===== src/rtl/pacc_pkg.sv =====
package pacc_pkg;

  typedef enum logic [1:0] {
    CS_PRESCALE = 2'd0,
    CS_ACC      = 2'd1,
    CS_MID      = 2'd2,
    CS_HI       = 2'd3
  } clk_sel_e;

  typedef struct packed {
    logic     fast_clr;
    clk_sel_e clk_sel;
    logic     gated;
    logic     level_sel;
    logic     acc_en;
  } ctrl_t;

  localparam int CTRL_W = $bits(ctrl_t);

  localparam logic [1:0] A_CTRL  = 2'd0;
  localparam logic [1:0] A_FLAGS = 2'd1;
  localparam logic [1:0] A_COUNT = 2'd2;

endpackage


===== src/rtl/pacc_div_stage.sv =====
module pacc_div_stage #(
  parameter int DIV = 64
) (
  input  logic clk,
  input  logic rst_n,
  input  logic clr,
  input  logic step,
  output logic tick
);
  localparam int CW = (DIV > 1) ? $clog2(DIV) : 1;
  localparam logic [CW-1:0] LAST = CW'(DIV - 1);

  logic [CW-1:0] cnt_q;

  assign tick = step && (cnt_q == LAST);

  always_ff @(posedge clk or negedge rst_n) begin
    if (!rst_n)      cnt_q <= '0;
    else if (clr)    cnt_q <= '0;
    else if (tick)   cnt_q <= '0;
    else if (step)   cnt_q <= cnt_q + 1'b1;
  end


  div_hold_chk: assert property (@(posedge clk) disable iff (!rst_n)
    (!step && !clr) |=> $stable(cnt_q));

endmodule


===== src/rtl/pacc_pin_sync.sv =====
module pacc_pin_sync #(
  parameter int STAGES = 2
) (
  input  logic clk,
  input  logic rst_n,
  input  logic pin_i,
  output logic level_o,
  output logic rise_o,
  output logic fall_o
);
  logic [STAGES-1:0] sh_q;
  logic              prev_q;

  always_ff @(posedge clk or negedge rst_n) begin
    if (!rst_n) sh_q[0] <= 1'b0;
    else        sh_q[0] <= pin_i;
  end

  for (genvar i = 1; i < STAGES; i++) begin : g_stage
    always_ff @(posedge clk or negedge rst_n) begin
      if (!rst_n) sh_q[i] <= 1'b0;
      else        sh_q[i] <= sh_q[i-1];
    end
  end

  always_ff @(posedge clk or negedge rst_n) begin
    if (!rst_n) prev_q <= 1'b0;
    else        prev_q <= sh_q[STAGES-1];
  end

  assign level_o = sh_q[STAGES-1];
  assign rise_o  = level_o && !prev_q;
  assign fall_o  = !level_o && prev_q;


  rise_once_chk: assert property (@(posedge clk) disable iff (!rst_n)
    rise_o |=> !rise_o);

endmodule


===== src/rtl/pacc_top.sv =====
module pacc_top
  import pacc_pkg::*;
#(
  parameter int CNT_W       = 16,
  parameter int SYNC_STAGES = 2,
  parameter int GATE_DIV    = 64,
  parameter int MID_DIV     = 256,
  parameter int HI_STAGE    = 256
) (
  input  logic             clk,
  input  logic             rst_n,
  input  logic             tmr_en,
  input  logic             pre_tick,
  input  logic             pin_i,
  input  logic             reg_cs,
  input  logic             reg_we,
  input  logic [1:0]       reg_addr,
  input  logic [CNT_W-1:0] reg_wdata,
  output logic [CNT_W-1:0] reg_rdata,
  output logic             tcnt_tick
);
  localparam logic [CNT_W-1:0] CNT_MAX = '1;

  ctrl_t            ctrl_q;
  logic             ovf_q, inf_q;
  logic [CNT_W-1:0] count_q;

  logic lvl, rise, fall;
  logic gate_tick, mid_tick, hi_tick;
  logic gate_active, edge_hit, inc;
  logic ctrl_wr, flg_wr, cnt_acc, cnt_wr;
  logic fast_hit, w1c_ovf, w1c_inf, wrap, in_set;

  pacc_pin_sync #(.STAGES(SYNC_STAGES)) u_sync (
    .clk(clk), .rst_n(rst_n), .pin_i(pin_i),
    .level_o(lvl), .rise_o(rise), .fall_o(fall)
  );

  pacc_div_stage #(.DIV(GATE_DIV)) u_gate_div (
    .clk(clk), .rst_n(rst_n), .clr(!tmr_en), .step(tmr_en), .tick(gate_tick)
  );

  pacc_div_stage #(.DIV(MID_DIV)) u_mid_div (
    .clk(clk), .rst_n(rst_n), .clr(1'b0), .step(inc), .tick(mid_tick)
  );

  pacc_div_stage #(.DIV(HI_STAGE)) u_hi_div (
    .clk(clk), .rst_n(rst_n), .clr(1'b0), .step(mid_tick), .tick(hi_tick)
  );

  // access decode
  assign ctrl_wr = reg_cs && reg_we && (reg_addr == A_CTRL);
  assign flg_wr  = reg_cs && reg_we && (reg_addr == A_FLAGS);
  assign cnt_acc = reg_cs && (reg_addr == A_COUNT);
  assign cnt_wr  = cnt_acc && reg_we;

  // pin action
  assign gate_active = ctrl_q.level_sel ? !lvl : lvl;
  assign edge_hit    = ctrl_q.level_sel ? rise : fall;
  assign inc = ctrl_q.acc_en &&
               (ctrl_q.gated ? (gate_tick && gate_active) : edge_hit);

  // flag events
  assign wrap     = inc && (count_q == CNT_MAX) && !cnt_wr;
  assign in_set   = ctrl_q.acc_en && edge_hit;
  assign fast_hit = ctrl_q.fast_clr && tmr_en && cnt_acc;
  assign w1c_ovf  = flg_wr && !ctrl_q.fast_clr && reg_wdata[1];
  assign w1c_inf  = flg_wr && !ctrl_q.fast_clr && reg_wdata[0];

  always_ff @(posedge clk or negedge rst_n) begin
    if (!rst_n)       ctrl_q <= '0;
    else if (ctrl_wr) ctrl_q <= ctrl_t'(reg_wdata[CTRL_W-1:0]);
  end

  always_ff @(posedge clk or negedge rst_n) begin
    if (!rst_n)      count_q <= '0;
    else if (cnt_wr) count_q <= reg_wdata;
    else if (inc)    count_q <= count_q + 1'b1;
  end

  always_ff @(posedge clk or negedge rst_n) begin
    if (!rst_n) begin
      ovf_q <= 1'b0;
      inf_q <= 1'b0;
    end else begin
      if (wrap)                     ovf_q <= 1'b1;
      else if (fast_hit || w1c_ovf) ovf_q <= 1'b0;
      if (in_set)                   inf_q <= 1'b1;
      else if (fast_hit || w1c_inf) inf_q <= 1'b0;
    end
  end

  // timer counter clock selection
  always_comb begin
    if (!ctrl_q.acc_en) tcnt_tick = pre_tick;
    else begin
      unique case (ctrl_q.clk_sel)
        CS_PRESCALE: tcnt_tick = pre_tick;
        CS_ACC:      tcnt_tick = inc;
        CS_MID:      tcnt_tick = mid_tick;
        CS_HI:       tcnt_tick = hi_tick;
        default:     tcnt_tick = pre_tick;
      endcase
    end
  end

  // read mux
  always_comb begin
    reg_rdata = '0;
    if (reg_cs) begin
      unique case (reg_addr)
        A_CTRL:  reg_rdata[CTRL_W-1:0] = ctrl_q;
        A_FLAGS: reg_rdata[1:0]        = {ovf_q, inf_q};
        A_COUNT: reg_rdata             = count_q;
        default: reg_rdata             = '0;
      endcase
    end
  end


  cnt_load_chk: assert property (@(posedge clk) disable iff (!rst_n)
    cnt_wr |=> (count_q == $past(reg_wdata)));


  cnt_step_chk: assert property (@(posedge clk) disable iff (!rst_n)
    !cnt_wr |=> ((count_q == $past(count_q)) ||
                 (count_q == $past(count_q) + 1'b1)));


  gate_off_chk: assert property (@(posedge clk) disable iff (!rst_n)
    (ctrl_q.gated && !tmr_en && !cnt_wr) |=> (count_q == $past(count_q)));


  wrap_flag_chk: assert property (@(posedge clk) disable iff (!rst_n)
    (inc && (count_q == CNT_MAX) && !cnt_wr) |=> (ovf_q && (count_q == '0)));


  fast_clr_chk: assert property (@(posedge clk) disable iff (!rst_n)
    (fast_hit && !inc && !in_set) |=> (!ovf_q && !inf_q));


  no_acc_chk: assert property (@(posedge clk) disable iff (!rst_n)
    !ctrl_q.acc_en |-> (tcnt_tick == pre_tick));


  flag_hi_zero_chk: assert property (@(posedge clk) disable iff (!rst_n)
    (reg_cs && (reg_addr == A_FLAGS)) |-> (reg_rdata[CNT_W-1:2] == '0));

endmodule


===== config.mk =====
export PLATFORM = sky130hd
export DESIGN_NAME = pacc_top
export DESIGN_NICKNAME = d
export VERILOG_FILES = /design/src/rtl/pacc_pkg.sv /design/src/rtl/pacc_div_stage.sv /design/src/rtl/pacc_pin_sync.sv /design/src/rtl/pacc_top.sv
export SDC_FILE = /design/constraint.sdc
export NUM_CORES = 1
export LEC_CHECK = 0
export ABC_AREA = 1
export BUFFER_PORTS_ARGS = -buffer_cell sky130_fd_sc_hd__buf_2
export CAP_MARGIN = 25
export CORE_MARGIN = 10
export CORE_UTILIZATION = 30
export CTS_BUF_LIST = sky130_fd_sc_hd__clkbuf_4
export DETAILED_ROUTE_END_ITERATION = 16
export PLACE_DENSITY = 0.44
export SETUP_SLACK_MARGIN = 0.05
export SLEW_MARGIN = 20
export SYNTH_ARGS = -nofsm -noshare
export SYNTH_HDL_FRONTEND = slang
export SYNTH_SLANG_ARGS = --single-unit

===== constraint.sdc =====
create_clock -name clk -period 1.7 [get_ports clk]
set_clock_uncertainty 0.05 [all_clocks]
set_input_delay 0.17 -clock clk [delete_from_list [all_inputs] [get_ports clk]]
set_output_delay 0.17 -clock clk [all_outputs]
set_load 0.01 [all_outputs]

==> impl_summary.log, run 1 <==
INFO  metric cts-root-to-sink-buffers = 2
INFO  metric root_buffer = clkbuf_4
INFO  metric power_leakage = between 2 and 2.5 nW
INFO  metric synth-seq-cells = just under 50
INFO  metric first_global_vias = just under 3,000
INFO  metric timing.final.crit_share = 116.5%
INFO  metric yosysTopAreaCell = dfrtp_1
INFO  metric io_buffer_count = 41
INFO  metric post_synth_inst_count = about 450
INFO  metric fin_ws = -0.2804 ns
INFO  metric number_of_antenna_violations_at_the_first_check_in_global_routing = 0
INFO  metric finalInstanceArea = between 0.004 and 0.005 mm^2
INFO  metric post_dp_cell_area = around 0.0036 mm^2
INFO  metric design.final.nets = approximately 550
INFO  metric finalHoldViolCount = 0
INFO  metric vias_after_detailed_routing = ~3,000
INFO  metric timing.reg2reg.setup_slack = -0.02 ns
INFO  metric ant_nets = 0
INFO  metric grt.overflow.total = 0
INFO  metric avgViaCountPerCell = about 4.5
INFO  metric critical_path_arrival = around 1.8 ns
INFO  metric synth.lib_cells_used.distinct = 30
INFO  metric path_max_fanout = 3
INFO  metric cts.clk_slew.worst_paths = 0.15 ns
INFO  metric crit_path_top_delay_cell = dfrtp_1
INFO  metric crit_type = flip-flop to primary output
INFO  metric core_ar = 0.009910 mm^2
INFO  metric layout-drive-gt1-share = 23.00%
INFO  metric tritoncts = built
INFO  metric first_pass_grt_wire_length = 14,370 um
INFO  metric sum_of_routed_wire_length_over_all_layers = 8546 um
INFO  metric worst-slew-pin-transition = around 0.38 ns
INFO  metric dr.pass1.iters = 4
INFO  metric timing.max_cap.violations = 0
INFO  metric chipHeight = 121.5 um
INFO  metric track_usage = 11.75%
INFO  metric avgSynthCellArea = roughly 6.9 um^2
INFO  metric power_density = just under 900 mW/mm^2
INFO  metric htreeDepth = 2
INFO  metric report.final.slew_viol_count = 0
INFO  metric cp_data_required_time = ~1.5 ns
INFO  metric routedWlPerCell = ~13 um
INFO  metric drc = 0
INFO  metric ys_seq_area_share = just under 40%
INFO  metric violations = negative setup slack
INFO  metric cts-buffers-inserted = 5
INFO  metric area_growth_syn_to_layout = 30.27%
INFO  metric yosysWarnings = 0
INFO  metric syn_std_cell_area = 0.003092 mm^2
INFO  metric synthDominantCellAreaShare = approximately 40%
INFO  metric num_antenna_cells = 0
INFO  metric cell_rows = 36
INFO  metric worst_setup_path_start_kind = flip-flop
INFO  metric clock_insertion_delay_worst_skew = approximately 0.36 ns
INFO  metric hold_path_class = primary input to flip-flop
INFO  metric initialDrtViolationCount = 173
INFO  metric cts.sinks = 49
INFO  metric run_status = finished, violations left
INFO  metric setup.worst_path.end_class = primary output
INFO  metric achievable-frequency = about 0.50 GHz
INFO  metric yosys-top-cells-area = dfrtp_1 40%, nand2_1 19%, nand3_1 7.9%
INFO  metric design.portCount = 42
INFO  metric area_enclosed_by_the_die_boundary = approximately 0.015 mm^2
INFO  metric final_common_cell = nand2_1
INFO  metric worst_ir_drop_vdd = ~410 uV
INFO  metric rsz0062_at_grt = yes
INFO  metric grt_start_max_net_pins = 36
INFO  metric most-common-layout-cells = 143 x nand2_1, 57 x inv_1, 49 x dfrtp_1
INFO  metric slew-limit-headroom = 74.97%
INFO  metric detailed_place_hpwl = ~6400 um
INFO  metric timing.critical_path.cells = ha_4, nand3_2, nor2_2, nand2_1, nand3b_1, nand2_1, nand3_2, nand2_2, buf_6
INFO  metric setup_viol = 3
INFO  metric finalWorstPathRequiredPeriod = 1.980 ns
INFO  metric mappedNetlistNets = 480
INFO  metric chipWidth = roughly 120 um
INFO  metric critPathMaxStageDelay = 0.45 ns
INFO  metric start_util = 31.20%
INFO  metric place.gp.congestion = 0.8008
INFO  metric worst_hold_slack = about 0.046 ns
## cells in the mapped netlist
| master | number |
|---|---|
| nand2_4 | 1 |
| nor2_4 | 1 |
| dfrtp_1 | 49 |
| nor3_1 | 3 |
| nand2_2 | 1 |
| a31oi_1 | 1 |
| buf_2 | 1 |
| nor2_1 | 41 |
| o21ai_1 | 11 |
| buf_6 | 4 |
| nand4_1 | 9 |
| xor2_1 | 9 |
| a21oi_1 | 1 |
| buf_4 | 3 |
| a21o_1 | 1 |
| xnor2_1 | 3 |
| nand2_1 | 155 |
| o21ai_0 | 23 |
| nor3b_1 | 1 |
| nand3_2 | 2 |
| nand3_1 | 49 |
| clkbuf_1 | 2 |
| ha_1 | 4 |
| or2_2 | 6 |
| inv_1 | 57 |
| inv_2 | 3 |
| nand3b_1 | 2 |
| o31ai_1 | 2 |
| nor2_2 | 5 |
| a21oi_2 | 1 |
## cell type report
cell class              instances  area [um^2]
fillers                      1045         5882
multi-input cells             332         1723
clock buffers                   5        37.54
well taps                     133        166.4
repair buffers                 77        631.9
flip-flops and latches         49         1226
inverters                      60        230.2
clock inverters                 3        12.51
## routing by layer
metal / share of wire, % / vias up / track usage [%]
met5: 0 / - / 0
met4: 0.48 / 0 / 2.235
met3: 4.2 / 2 / 2.327
met2: 46 / 53 / 18.47
met1: 49 / 1335 / 16.36
li1: - / 1567 / -
## cell families (layout without fill, tap and decap cells)
family / count (synthesis) / count (layout) / synth area share [%]
compound gates: 40 / 40 / 6.880
xor+xnor: 12 / 12 / 3.400
fa+ha+maj: 4 / 4 / 1.619
buf+inv: 70 / 145 / 9.874
flops: 49 / 49 / 39.66
simple gates: 276 / 276 / 38.57
## power breakdown
part / internal, mW / switching (mW) / leakage, nW
Combinational: 0.606 / 0.707 / 1.40
Clock: 0.151 / 0.392 / 0.0300
Sequential: 1.40 / 0.280 / 0.633
Total: 2.16 / 1.38 / 2.06
## per-stage QoR
stage / std cells / TNS, ns / util, % / power (mW) / setup slack [ns]
finish: 659 / -0.3068 / 40.64 / 3.536 / -0.2804
global route: 659 / -2.955 / 40.64 / 3.851 / -0.4292
CTS: 657 / -2.010 / 39.34 / 3.479 / -0.3431
detailed placement: 632 / -0.1921 / 35.93 / 2.755 / -0.03378
global placement: 632 / 0 / 35.93 / 2.754 / 0.04529
floorplan: 451 / 0 / - / 2.371 / 0.1455
## final timing paths
| path | cells after the start | from | to |
|---|---|---|---|
| worst max-delay path | 9 | u_mid_div.cnt_q[1]$_DFFE_PN0P_ | tcnt_tick |
| worst min-delay path | 5 | reg_wdata[9] | count_q[9]$_DFFE_PN0P_ |
| worst max register to register | 11 | u_gate_div.cnt_q[0]$_DFF_PN0_ | u_mid_div.cnt_q[0]$_DFFE_PN0P_ |
| worst min register to register | 0 | u_sync.sh_q[0]$_DFF_PN0_ | u_sync.level_o$_DFF_PN0_ |
| max in group asynchronous | 3 | rst_n | count_q[1]$_DFFE_PN0P_ |
| min in group asynchronous | 2 | rst_n | u_mid_div.cnt_q[7]$_DFFE_PN0P_ |
## repair_timing
item,CTS,global route
endpoints found under the hold margin,17,1
setup buffers,10,2
setup endpoints to repair,30,34
gates resized for setup,21,26
hold buffers,4,1
gates cloned,3,0
pin swaps,5,10
## state kept, by name (all words and copies together) (netlist names)
| register | cells |
|---|---|
| u_sync.prev_q | 1 |
| u_sync.level_o | 1 |
| u_gate_div.cnt_q | 6 |
| ovf_q | 1 |
| ctrl_q | 6 |
| inf_q | 1 |
| u_hi_div.cnt_q | 8 |
| u_sync.sh_q | 1 |
| count_q | 16 |
| u_mid_div.cnt_q | 8 |
## worst max-delay path: cells and delay by family (launching register included)
kind	cells	cell delay (ns)
flops	1	0.45
fa+ha+maj	1	0.18
simple gates	7	0.66
buf+inv	1	0.10
(Power assumes the default switching activity.)
==> run 2: changes to the inputs <==
--- a/config.mk
+++ b/config.mk
@@ -5,14 +5,13 @@
 export SDC_FILE = /design/constraint.sdc
 export NUM_CORES = 1
 export LEC_CHECK = 0
-export ABC_AREA = 1
 export BUFFER_PORTS_ARGS = -buffer_cell sky130_fd_sc_hd__buf_2
 export CAP_MARGIN = 25
 export CORE_MARGIN = 10
 export CORE_UTILIZATION = 30
 export CTS_BUF_LIST = sky130_fd_sc_hd__clkbuf_4
 export DETAILED_ROUTE_END_ITERATION = 16
-export PLACE_DENSITY = 0.44
+export PLACE_DENSITY = 0.45
 export SETUP_SLACK_MARGIN = 0.05
 export SLEW_MARGIN = 20
 export SYNTH_ARGS = -nofsm -noshare
==> impl_summary.log, run 2 <==
INFO  metric most-common-layout-cells = 69 x buf_4, 49 x dfrtp_1, 40 x buf_2
INFO  metric whs_endpoint = count_q[14]$_DFFE_PN0P_
INFO  metric critPathMaxStageDelay = approximately 0.42 ns
INFO  metric finalHoldViolCount = 0
INFO  metric timing.final.crit_share = 131.6%
INFO  metric finalWorstPathRequiredPeriod = ~2.2 ns
INFO  metric area_growth_syn_to_layout = 55.59%
INFO  metric synthFlopType = dfrtp_1
INFO  metric cp_num_buf_inv = 3
INFO  metric cpLargestDelayFamily = compound AO/OA/AOI/OAI gates
INFO  metric run_status = finished, violations left
INFO  metric cts-buffers-inserted = 5
INFO  metric postSynth.asyncResetShare = 100.0%
INFO  metric dominant_combinational_cell_family_by_area_after_synthesis = simple AND/OR/NAND/NOR gates
INFO  metric avgViaCountPerCell = just under 5
INFO  metric largest_register = count_q
INFO  metric detailed_place_hpwl = ~5900 um
INFO  metric yosys-top-cells-area = dfrtp_1 46%, xnor2_1 4.6%, nor2_1 4.3%
INFO  metric timing.critical_path.cells = or3b_4, a211o_4, buf_4, buf_6, buf_4, a21oi_4, a41oi_2, a31oi_1
INFO  metric path_max_fanout = 7
INFO  metric count_of_flip_flops_with_a_built_in_enable_after_synthesis = 0
INFO  metric design.final.nets = about 450
INFO  metric start_util = 30.79%
INFO  metric synth_adder_area_share = 1.864%
INFO  metric cts-root-to-sink-buffers = 2
INFO  metric r2r_end = u_hi_div.cnt_q[5]$_DFFE_PN0P_
INFO  metric crit_path_top_delay_cell = dfrtp_1
INFO  metric hold_path_depth = 3
INFO  metric critical_path_arrival = roughly 2.5 ns
INFO  metric largest_reg_flops = 16
INFO  metric initialDrtViolationCount = 90
INFO  metric achievable-frequency = around 0.45 GHz
INFO  metric post_synth_mux_area_share = about 4.3%
INFO  metric synth-seq-cells = just under 50
INFO  metric chipWidth = roughly 110 um
INFO  metric hold_path.startpoint = reg_wdata[14]
INFO  metric synth.cells.most_frequent = 49 x dfrtp_1, 31 x nor2_1, 30 x nand2_1
INFO  metric ys_seq_area_share = between 40% and 50%
INFO  metric worst-r2r-cell-count = 8
INFO  metric tritoncts = built
INFO  metric layout-drive-gt1-share = around 45%
INFO  metric synth_compound_area_share = between 10% and 20%
INFO  metric drc = 0
INFO  metric vias_after_detailed_routing = about 2,600
INFO  metric num_antenna_cells = 0
INFO  metric worst_ir_drop_vdd = around 490 uV
INFO  metric top_count_cell_post_synth = dfrtp_1
INFO  metric timing.reg2reg.setup_slack = -0.54 ns
INFO  metric timing.max_cap.violations = 0
INFO  metric root_buffer = clkbuf_4
INFO  metric setup_viol = 34
INFO  metric final_common_cell = buf_4
INFO  metric place.gp.congestion = roughly 0.84
INFO  metric area_enclosed_by_the_die_boundary = around 0.013 mm^2
INFO  metric routedWlPerCell = between 15 and 20 um
INFO  metric avgSynthCellArea = between 9 and 10 um^2
INFO  metric post_synth_inst_count = 283
INFO  metric ant_nets = 0
INFO  metric synthXorXnorAreaFrac = roughly 7.5%
INFO  metric grt_start_max_net_pins = 50
INFO  metric syn_std_cell_area = between 0.002 and 0.003 mm^2
INFO  metric cts.sinks = 49
INFO  metric cell_rows = 34
INFO  metric cp_data_required_time = 1.94 ns
INFO  metric violations = negative setup slack
INFO  metric cts.clk_slew.worst_paths = 0.14 ns
INFO  metric report.final.slew_viol_count = 0
INFO  metric post_layout_nonfiller_instances = 531
INFO  metric synthDominantCellAreaShare = ~46%
INFO  metric yosysWarnings = 0
INFO  metric sum_of_routed_wire_length_over_all_layers = around 8000 um
INFO  metric io_buffer_count = 41
INFO  metric layout.core_utilization = 47.91%
INFO  metric dr.pass1.iters = 6
INFO  metric worst_setup_path_start_kind = flip-flop
INFO  metric cell_repeated_most_along_the_worst_path = buf_4
INFO  metric setup.worst_path.end_class = flip-flop
INFO  metric design.portCount = 42
INFO  metric hold_path_class = primary input to flip-flop
INFO  metric mappedNetlistNets = roughly 310
INFO  metric grt.overflow.total = 0
INFO  metric power_density = 901.6 mW/mm^2
INFO  metric htreeDepth = 2
INFO  metric clock_insertion_delay_worst_skew = 0.37 ns
INFO  metric first_pass_grt_wire_length = 13,000 um
INFO  metric chipHeight = around 110 um
INFO  metric first_global_vias = ~2,600
INFO  metric dp.cells = 488
INFO  metric core_ar = ~0.0087 mm^2
INFO  metric slew-limit-headroom = about 70%
INFO  metric fin_ws = -0.5379 ns
INFO  metric yosysTopAreaCell = dfrtp_1
INFO  metric synth.lib_cells_used.distinct = 46
INFO  metric rsz0062_at_grt = yes
INFO  metric reg2reg_from = ctrl_q[1]$_DFFE_PN0P_
INFO  metric largestRegisters = count_q: 16 flops, u_hi_div.cnt_q: 8 flops, u_mid_div.cnt_q: 8 flops
INFO  metric crit_type = flip-flop to flip-flop
INFO  metric synth_simple_gate_area_share = a little under a quarter
INFO  metric worst-slew-pin-transition = roughly 0.43 ns
INFO  metric track_usage = around an eighth
INFO  metric power_leakage = ~1.9 nW
INFO  metric number_of_antenna_violations_at_the_first_check_in_global_routing = 0
-- run 2: cell count changes in the layout (fill, tap and decap cells not counted), moves of 8 or more --
cell           before  now
xnor2_1             3   12
and2_1              0   13
dlygate4sd3_1       5   13
a21oi_1             1   15
buf_4              19   69
buf_6               5   16
inv_1              57    4
nand2_1           143   25
o21ai_0            22    4
nor2_1             39   30
nand3_1            44   17
-- run 2: cells by family (layout without fill, tap and decap cells) --
kind of cell    Yosys count  in the layout
buf+inv                  12            152
mux                      11             11
fa+ha+maj                 4              4
flops                    49             49
simple gates            123            123
xor+xnor                 23             23
compound gates           61             61
-- run 2: worst max-delay path by stage --
stage	start	to	slack (ns)	cells past startpoint
after floorplan	ctrl_q[1]$_DFFE_PN0P_	count_q[14]$_DFFE_PN0P_	-0.37	6
after global placement	u_sync.level_o$_DFF_PN0_	u_hi_div.cnt_q[6]$_DFFE_PN0P_	-0.38	6
after detailed placement	u_sync.level_o$_DFF_PN0_	u_hi_div.cnt_q[6]$_DFFE_PN0P_	-0.39	6
after CTS	u_sync.level_o$_DFF_PN0_	tcnt_tick	-0.55	7
after global routing	ctrl_q[1]$_DFFE_PN0P_	tcnt_tick	-0.64	7
final	ctrl_q[1]$_DFFE_PN0P_	u_hi_div.cnt_q[5]$_DFFE_PN0P_	-0.54	8
-- run 2: per-layer routing --
layer	global-route usage (%)	part of all wire [%]
met1	16.16	47
met2	19.55	48
met3	2.516	4.0
met4	2.757	0.59
met5	0	0
-- run 2: what timing repair did --
action / in CTS / in global routing
endpoints found under the hold margin: 61 / 0
pin swaps: 25 / 25
buffers inserted: 14 / 11
hold buffers: 13 / 0
setup endpoints to repair: 36 / 36
cloned: 0 / 0
resized for setup: 34 / 24
-- run 2: through the flow --
stage / total power [mW] / setup slack, ns / hold WS [ns] / area, um^2 / setup TNS (ns)
after detailed placement: 2.910 / -0.3859 / 0.1356 / 3577 / -9.972
after CTS: 3.694 / -0.5496 / 0.01006 / 4011 / -12.02
final: 3.766 / -0.5379 / 0.02684 / 4178 / -13.46
after global routing: 4.017 / -0.6446 / 0.0004504 / 4178 / -16.60
after global placement: 2.910 / -0.3808 / 0.1402 / 3577 / -9.574
after floorplan: 2.257 / -0.3717 / -0.1756 / 2795 / -4.671
-- run 2: power breakdown --
group / switching [mW] / total (mW) / internal [mW] / leakage, nW
Clock: 0.363 / 0.577 / 0.214 / 0.0368
Sequential: 0.181 / 1.57 / 1.39 / 0.608
Combinational: 0.758 / 1.62 / 0.860 / 1.23
-- run 2: worst min-delay path: cells and delay by family --
family,cells,cell delay [ns]
simple gates,1,0.10
buf+inv,1,0.09
compound gates,1,0.05
-- run 2: final cells by class --
class | count | area [um^2]
fill | 823 | 4543
timing repair buffer | 140 | 1069
clock buffer | 8 | 60.06
tap | 108 | 135.1
sequential | 49 | 1226
multi-input combinational | 222 | 1673
inverter | 4 | 15.01
